### src/rtl/pms_pkg.sv
package pms_pkg;

    // Action chosen by the ranking unit for one qualifying sample.
    typedef enum logic [1:0] {
        UPD_KEEP   = 2'd0,
        UPD_SECOND = 2'd1,
        UPD_SHIFT  = 2'd2
    } upd_e;

    // Width of a position index for a row of n samples (at least 1 bit).
    function automatic int idx_width(input int n);
        return (n <= 2) ? 1 : $clog2(n);
    endfunction

endpackage

### src/rtl/pms_qualify.sv
module pms_qualify #(
    parameter int DATA_W = 16
) (
    input  logic                     valid_i,
    input  logic signed [DATA_W-1:0] sample_i,
    output logic                     keep_o
);

    // Strictly positive: sign bit clear and not all zero.
    always_comb begin
        keep_o = valid_i && !sample_i[DATA_W-1] && (sample_i != '0);
    end

endmodule

### src/rtl/pms_rank.sv
module pms_rank #(
    parameter int DATA_W = 16
) (
    input  logic signed [DATA_W-1:0] sample_i,
    input  logic                     have1_i,
    input  logic signed [DATA_W-1:0] best_i,
    input  logic                     have2_i,
    input  logic signed [DATA_W-1:0] second_i,
    output pms_pkg::upd_e            act_o
);

    logic beats_best;
    logic beats_second;

    // Empty slots count as infinity, so a sample at the maximum value still lands.
    always_comb begin
        beats_best   = !have1_i || (sample_i < best_i);
        beats_second = !have2_i || (sample_i < second_i);
        if (beats_best) begin
            act_o = pms_pkg::UPD_SHIFT;
        end else if (beats_second) begin
            act_o = pms_pkg::UPD_SECOND;
        end else begin
            act_o = pms_pkg::UPD_KEEP;
        end
    end

endmodule

### src/rtl/pms_index.sv
module pms_index #(
    parameter int ROW_LEN = 64,
    parameter int IDX_W   = 6
) (
    input  logic             clk,
    input  logic             rst_n,
    input  logic             step_i,
    input  logic             restart_i,
    input  logic             close_i,
    output logic [IDX_W-1:0] idx_o
);

    localparam logic [IDX_W-1:0] IDX_TOP = IDX_W'(ROW_LEN - 1);

    logic [IDX_W-1:0] cnt_d;
    logic [IDX_W-1:0] cnt_q;

    always_comb begin
        idx_o = restart_i ? '0 : cnt_q;
        cnt_d = cnt_q;
        if (step_i) begin
            if (close_i || (idx_o == IDX_TOP)) begin
                cnt_d = '0;
            end else begin
                cnt_d = idx_o + 1'b1;
            end
        end
    end

    always_ff @(posedge clk or negedge rst_n) begin
        if (!rst_n) begin
            cnt_q <= '0;
        end else begin
            cnt_q <= cnt_d;
        end
    end

endmodule

### src/rtl/pair_min_scan.sv
module pair_min_scan #(
    parameter int DATA_W  = 16,
    parameter int ROW_LEN = 64,
    localparam int IDX_W  = pms_pkg::idx_width(ROW_LEN)
) (
    input  logic                     clk,
    input  logic                     rst_n,
    input  logic                     in_valid,
    input  logic                     in_first,
    input  logic                     in_last,
    input  logic signed [DATA_W-1:0] in_data,
    output logic                     out_done,
    output logic signed [DATA_W-1:0] out_min1,
    output logic [IDX_W-1:0]         out_pos1,
    output logic                     out_min1_ok,
    output logic signed [DATA_W-1:0] out_min2,
    output logic [IDX_W-1:0]         out_pos2,
    output logic                     out_min2_ok
);

    localparam logic [DATA_W-1:0] INF = {1'b0, {(DATA_W-1){1'b1}}};

    typedef struct packed {
        logic [DATA_W-1:0] min1;
        logic [IDX_W-1:0]  pos1;
        logic              ok1;
        logic [DATA_W-1:0] min2;
        logic [IDX_W-1:0]  pos2;
        logic              ok2;
    } pair_t;

    typedef struct packed {
        pair_t trk;
        pair_t res;
        logic  done;
    } state_t;

    localparam pair_t PAIR_EMPTY = '{
        min1: INF, pos1: '0, ok1: 1'b0,
        min2: INF, pos2: '0, ok2: 1'b0
    };

    state_t st_d;
    state_t st_q;

    logic             keep;
    logic             restart;
    logic             close;
    logic [IDX_W-1:0] idx;
    pair_t            base;
    pair_t            nxt;
    pms_pkg::upd_e    act;

    assign restart = in_valid && in_first;
    assign close   = in_valid && in_last;

    pms_qualify #(.DATA_W(DATA_W)) qual_i (
        .valid_i  (in_valid),
        .sample_i (in_data),
        .keep_o   (keep)
    );

    pms_index #(.ROW_LEN(ROW_LEN), .IDX_W(IDX_W)) index_i (
        .clk       (clk),
        .rst_n     (rst_n),
        .step_i    (in_valid),
        .restart_i (restart),
        .close_i   (close),
        .idx_o     (idx)
    );

    // Tracking state seen by this sample: cleared when the sample opens a row.
    always_comb begin
        base = restart ? PAIR_EMPTY : st_q.trk;
    end

    pms_rank #(.DATA_W(DATA_W)) rank_i (
        .sample_i (in_data),
        .have1_i  (base.ok1),
        .best_i   (base.min1),
        .have2_i  (base.ok2),
        .second_i (base.min2),
        .act_o    (act)
    );

    always_comb begin
        nxt = base;
        if (keep) begin
            unique case (act)
                pms_pkg::UPD_SHIFT: begin
                    nxt.min2 = base.min1;
                    nxt.pos2 = base.pos1;
                    nxt.ok2  = base.ok1;
                    nxt.min1 = in_data;
                    nxt.pos1 = idx;
                    nxt.ok1  = 1'b1;
                end
                pms_pkg::UPD_SECOND: begin
                    nxt.min2 = in_data;
                    nxt.pos2 = idx;
                    nxt.ok2  = 1'b1;
                end
                default: begin
                    nxt = base;
                end
            endcase
        end
    end

    always_comb begin
        st_d      = st_q;
        st_d.done = 1'b0;
        if (in_valid) begin
            if (in_last) begin
                st_d.res  = nxt;
                st_d.done = 1'b1;
                st_d.trk  = PAIR_EMPTY;
            end else begin
                st_d.trk  = nxt;
            end
        end
    end

    always_ff @(posedge clk or negedge rst_n) begin
        if (!rst_n) begin
            st_q <= '{trk: PAIR_EMPTY, res: PAIR_EMPTY, done: 1'b0};
        end else begin
            st_q <= st_d;
        end
    end

    assign out_done    = st_q.done;
    assign out_min1    = st_q.res.min1;
    assign out_pos1    = st_q.res.pos1;
    assign out_min1_ok = st_q.res.ok1;
    assign out_min2    = st_q.res.min2;
    assign out_pos2    = st_q.res.pos2;
    assign out_min2_ok = st_q.res.ok2;

endmodule

### config.mk
export PLATFORM = sky130hd
export DESIGN_NAME = pair_min_scan
export DESIGN_NICKNAME = d
export VERILOG_FILES = /design/src/rtl/pms_pkg.sv /design/src/rtl/pms_qualify.sv /design/src/rtl/pms_rank.sv /design/src/rtl/pms_index.sv /design/src/rtl/pair_min_scan.sv
export SDC_FILE = /design/constraint.sdc
export NUM_CORES = 1
export LEC_CHECK = 0
export ABC_CLOCK_PERIOD_IN_PS = 3050
export BUFFER_PORTS_ARGS = -buffer_cell sky130_fd_sc_hd__buf_2
export CAP_MARGIN = 0
export CORE_UTILIZATION = 54
export DETAILED_ROUTE_END_ITERATION = 8
export GPL_ROUTABILITY_DRIVEN = 0
export PLACE_DENSITY = 0.77
export SLEW_MARGIN = 40
export SYNTH_ARGS = -nofsm -noshare
export SYNTH_HDL_FRONTEND = slang
export SYNTH_HIERARCHICAL = 1
export SYNTH_SLANG_ARGS = --single-unit
### constraint.sdc
create_clock -name clk -period 3.05 [get_ports clk]
set_input_delay 0.61 -clock clk [delete_from_list [all_inputs] [get_ports clk]]
set_output_delay 0.61 -clock clk [all_outputs]
set_load 0.02 [all_outputs]
After elaboration in Yosys (flattened, before gate mapping)
Cells that the tools add are included.

cells by class
  add/sub/neg operators = 1
  $lt $le $gt $ge = 2
  eq/ne operators = 3
  mux-type cells = 11
  reductions and logical operators = 12

operators with widths
  cell                 number
  $mux 46              3
  $pmux 23 s2          1
  $lt 16x16->1         2
  $mux 23              1
  $reduce_bool 16->1   1
  $mux 6               2
  $add 6x1->6 const B  1
  $eq 6x6->1 const B   1
  $logic_and 1x1->1    4
  $logic_not 1->1      3
  $logic_or 1x1->1     3
  $mux 1               3
  $eq 2x1->1 const B   1
  $eq 2x2->1 const B   1
  $mux 2               1
  $reduce_and 2->1     1

word-level totals
  bits in registers = 99
  input port bits = 21

Logic depth before layout (Yosys ltp)
  word-level depth = 10
  gate-level depth with buffers = 19
  gate-level depth less buffers = 15

Cells and area by module
The synthesis kept the hierarchy.

by module, submodules not included
  module         times used  cells each  area each (um^2)  sequential area each (um^2)
  pair_min_scan  1           473         4829.6            2402.3
  pms_rank       1           110         804.5             0.0
  pms_index      1           48          421.7             150.1
  pms_qualify    1           6           46.3              0.0

Worst setup path before layout
OpenSTA, ideal clock, no wires.

  path kind = input to register
  start point = input in_valid
  end point = register st_q[52] (netlist name)
  arrival = 3.640 ns
  data required time = 2.910 ns
  slack = -0.730 ns
  stages = 17
  buffers on the path = 3
  cells stage by stage = buf_2 > nand2_1 > clkbuf_1 > nand2b_1 > inv_1 > ha_1 > a211o_1 > a31oi_1 > nor3_1 > o221a_1 > a311oi_2 > inv_1 > ha_1 > nand2b_1 > clkbuf_1 > a221oi_1 > o32ai_1

RTL lines
  element               line                  source
  from (decl)           pair_min_scan.sv:8    input logic in_valid,
  to (signal assigned)  pair_min_scan.sv:126  st_q <= '{trk: PAIR_EMPTY, res: PAIR_EMPTY, done: 1'b0};
  to (signal assigned)  pair_min_scan.sv:128  st_q <= st_d;
  to (decl)             pair_min_scan.sv:44   state_t st_q;

==> run summary <==
Setup TNS -> -14.67 ns
final setup margin -> -0.239 ns
post-DR vias/cell -> 6.54
DR vias -> 5660
Leak -> 3.58 nW
pin count of the biggest net entering global routing -> 76
register area -> 2550 um^2
Min-Delay Path Class -> input port to asynchronous set/reset pin
gr ovfl total -> 0
Post-synth EDFFs -> 0
ys async rst share -> 100%
multi-input logic area -> 3430 um^2
nets -> 775
Area growth, synth to finish -> 28.2%
# hold bufs at CTS -> 0
post-synthesis sequential area ratio -> 41.8%
clock period minus final worst setup slack -> 3.29 ns
final hold violation count -> 0
drt initial violations -> 517
clock sinks -> 99
Setup Skew -> 0.0111 ns
clk_lat worst skew -> 0.36 ns
critical path type -> input port to flip-flop
starting density of the core -> 55.8%
Worst Path Max Fanout -> 12
Cells after Synth -> 637
Max IR drop VDD -> 0.000498 V
DRT Wirelength -> 19200 um
core area -> 10900 um^2
fmax -> 304 MHz
# diodes -> 0
CTS Root Cell -> clkbuf_16
wire length of the first global-routing pass -> 28200 um
DR pass1 iterations -> 7
port bufs -> 67
failing checks -> setup timing
Longest Clk Path Bufs -> 2
post-synth net total -> 691
CP Launch Type -> input port
Row Count -> 38
#FFs+latches synth -> 99
number of global-route vias before repair -> 5413
GRT Total Usage -> 31.3%
Netlist cell types -> 56
power density cells -> 485 nW/um^2
cts bufs inserted -> 9
RSZ-0062 raised after global routing -> true
Slew @ Worst Pin -> 0.743 ns
CTS tree -> yes
layout cells sized above 1 -> 43.1%
outcome -> finished with violations
H-tree Lvls -> 3
Post-synth top flop -> dfstp_2
post-DP HPWL -> 11900 um
Crit path arrival time -> 3.56 ns
nature of the critical path endpoint -> flip-flop
Slew headroom -> 50.4%
initial antenna violation count -> 0
chip width -> 108 um
chip height -> 108 um
Final Setup Violations -> 92
Top Ports -> 68
Avg WL per Cell -> 22.2 um
die area -> 11700 um^2
syn_area_per_cell -> 9.58 um^2
Overall Power -> 3.79 mW
mapped cell area -> 6100 um^2
Max Slew Vio Count -> 0
post-route clock period utilization -> 108%
drt drc -> 0
number of synthesis warnings -> 6
post-route antenna net violation count -> 0
Max Cap Violations -> 0
fill cell count -> 737
clock slew at reported path FFs -> 0.07 ns
Worst EP required -> 3.32 ns
==> final timing paths <==
check                              from               end  slack, ns  depth (start not counted)
hold / removal                    rst_n  index_i/cnt_q[4]       0.25                          1
min in group clk           out_min2[10]      out_min2[10]       0.47                          2
setup reg to reg               st_q[84]          st_q[63]      -0.20                         14
setup / recovery               in_first          st_q[63]      -0.24                         17
max in group asynchronous         rst_n          st_q[63]       2.05                          2
hold reg to reg            out_min2[10]      out_min2[10]       0.47                          2
==> cell type report <==
| class | count | share of cell area (%) |
|---|---|---|
| multi-input cells | 396 | 43.9 |
| flip-flops and latches | 99 | 32.6 |
| repair buffers | 160 | 15.3 |
| clock buffers | 11 | 2.98 |
| inverters | 55 | 2.64 |
| well taps | 140 | 2.24 |
| clock inverters | 5 | 0.384 |
==> timing repair <==
item | CTS | global route
resized for setup | 56 | 51
hold endpoints to repair | 0 | 0
setup endpoints to repair | 92 | 92
pin swaps | 8 | 25
buffers inserted | 1 | 4
gates cloned | 1 | 0
==> cells in the final DEF (no fill, tap or decap), types with 11 or more instances in the layout <==
cell type  instances
o21ai_1           18
ha_1              30
o21ai_0           22
buf_2             64
a21oi_1           14
nand2_1           56
nor2_1            16
o22a_1            16
o22ai_1           11
buf_6             14
a21o_1            16
inv_1             52
o31ai_1           21
dfstp_2           60
buf_4             74
dfrtp_1           39
mux2i_1           15
a221oi_4          17
nand2b_1          21
==> per-layer routing <==
metal	part of all wire [%]	wire length (um)	GRT usage, %	up-vias
met5	0	0	0	-
met4	3.8	736	11.9	0
met3	9.3	1780	8.92	74
met2	45	8750	47.4	349
met1	41	7970	42.6	2795
li1	-	-	-	2442
==> cell usage after synthesis, types with 3 or more instances <==
library cell   n  area, um^2
mux2i_1       17         170
dfstp_2       60        1580
a21oi_1       15        75.1
nand3_1        3        15.0
buf_4         47         353
nand2b_1      23         144
a22oi_1       17         128
o32ai_1        9        78.8
clkbuf_1      16        60.1
ha_1          33         413
nor2b_1        7        43.8
dfrtp_1       39         976
o21ai_0       42         210
o31ai_1       24         180
nand2_1       59         221
inv_1         54         203
nor4_1         8        50.1
a211oi_1       7        52.6
a2bb2oi_1     11        96.3
and2_1         3        18.8
buf_2         20         100
nor2_1        16        60.1
a21o_1        16         120
o22a_1        16         140
nand4_1        6        37.5
a221oi_1      22         193
o22ai_1       11        68.8
==> worst max-delay path, stage by stage <==
cell,delay (ns)
buf_6,0.16
buf_4,0.15
buf_4,0.10
a21o_1,0.16
inv_1,0.08
ha_1,0.30
nand2_1,0.08
nor3_2,0.22
and3_1,0.19
a32oi_2,0.08
a311oi_2,0.26
inv_1,0.13
ha_4,0.25
nand2b_4,0.18
buf_12,0.17
a221oi_4,0.29
a211oi_2,0.12
==> per-stage QoR <==
step                      std cells  area [um^2]  util, %  hold WS [ns]  worst slack (ns)
final                           866         7820     71.5         0.248            -0.239
after detailed placement        844         6970     63.7         0.471            -0.725
after global routing            866         7820     71.5         0.283            -0.305
after CTS                       862         7570     69.2         0.385           -0.0150
after global placement          844         6970     63.7         0.457            -0.686
after floorplan                 637         6340        -         0.314            -0.365
==> kinds of logic after synthesis <==
| logic type | Yosys count | share of synthesized area (%) |
|---|---|---|
| compound gates | 208 | 24.9 |
| flops | 99 | 41.8 |
| fa+ha+maj | 33 | 6.77 |
| mux | 17 | 2.79 |
| xor+xnor | 1 | 0.144 |
| buf+inv | 142 | 12.3 |
| simple gates | 137 | 11.3 |
==> where the power goes <==
group          switching [mW]  internal (mW)
combinational           0.666          0.420
sequential              0.116           1.52
clock                   0.518          0.554
total                    1.30           2.49
==> registers in the layout, indices dropped and copies added (netlist names) <==
signal and cells:
out_min2_ok 1, out_done 1, out_min1 16, out_min2 16
out_pos1 6, out_pos2 6, index_i/cnt_q 6, st_q 46
out_min1_ok 1
Note: power is estimated with default switching activity, not from simulation.
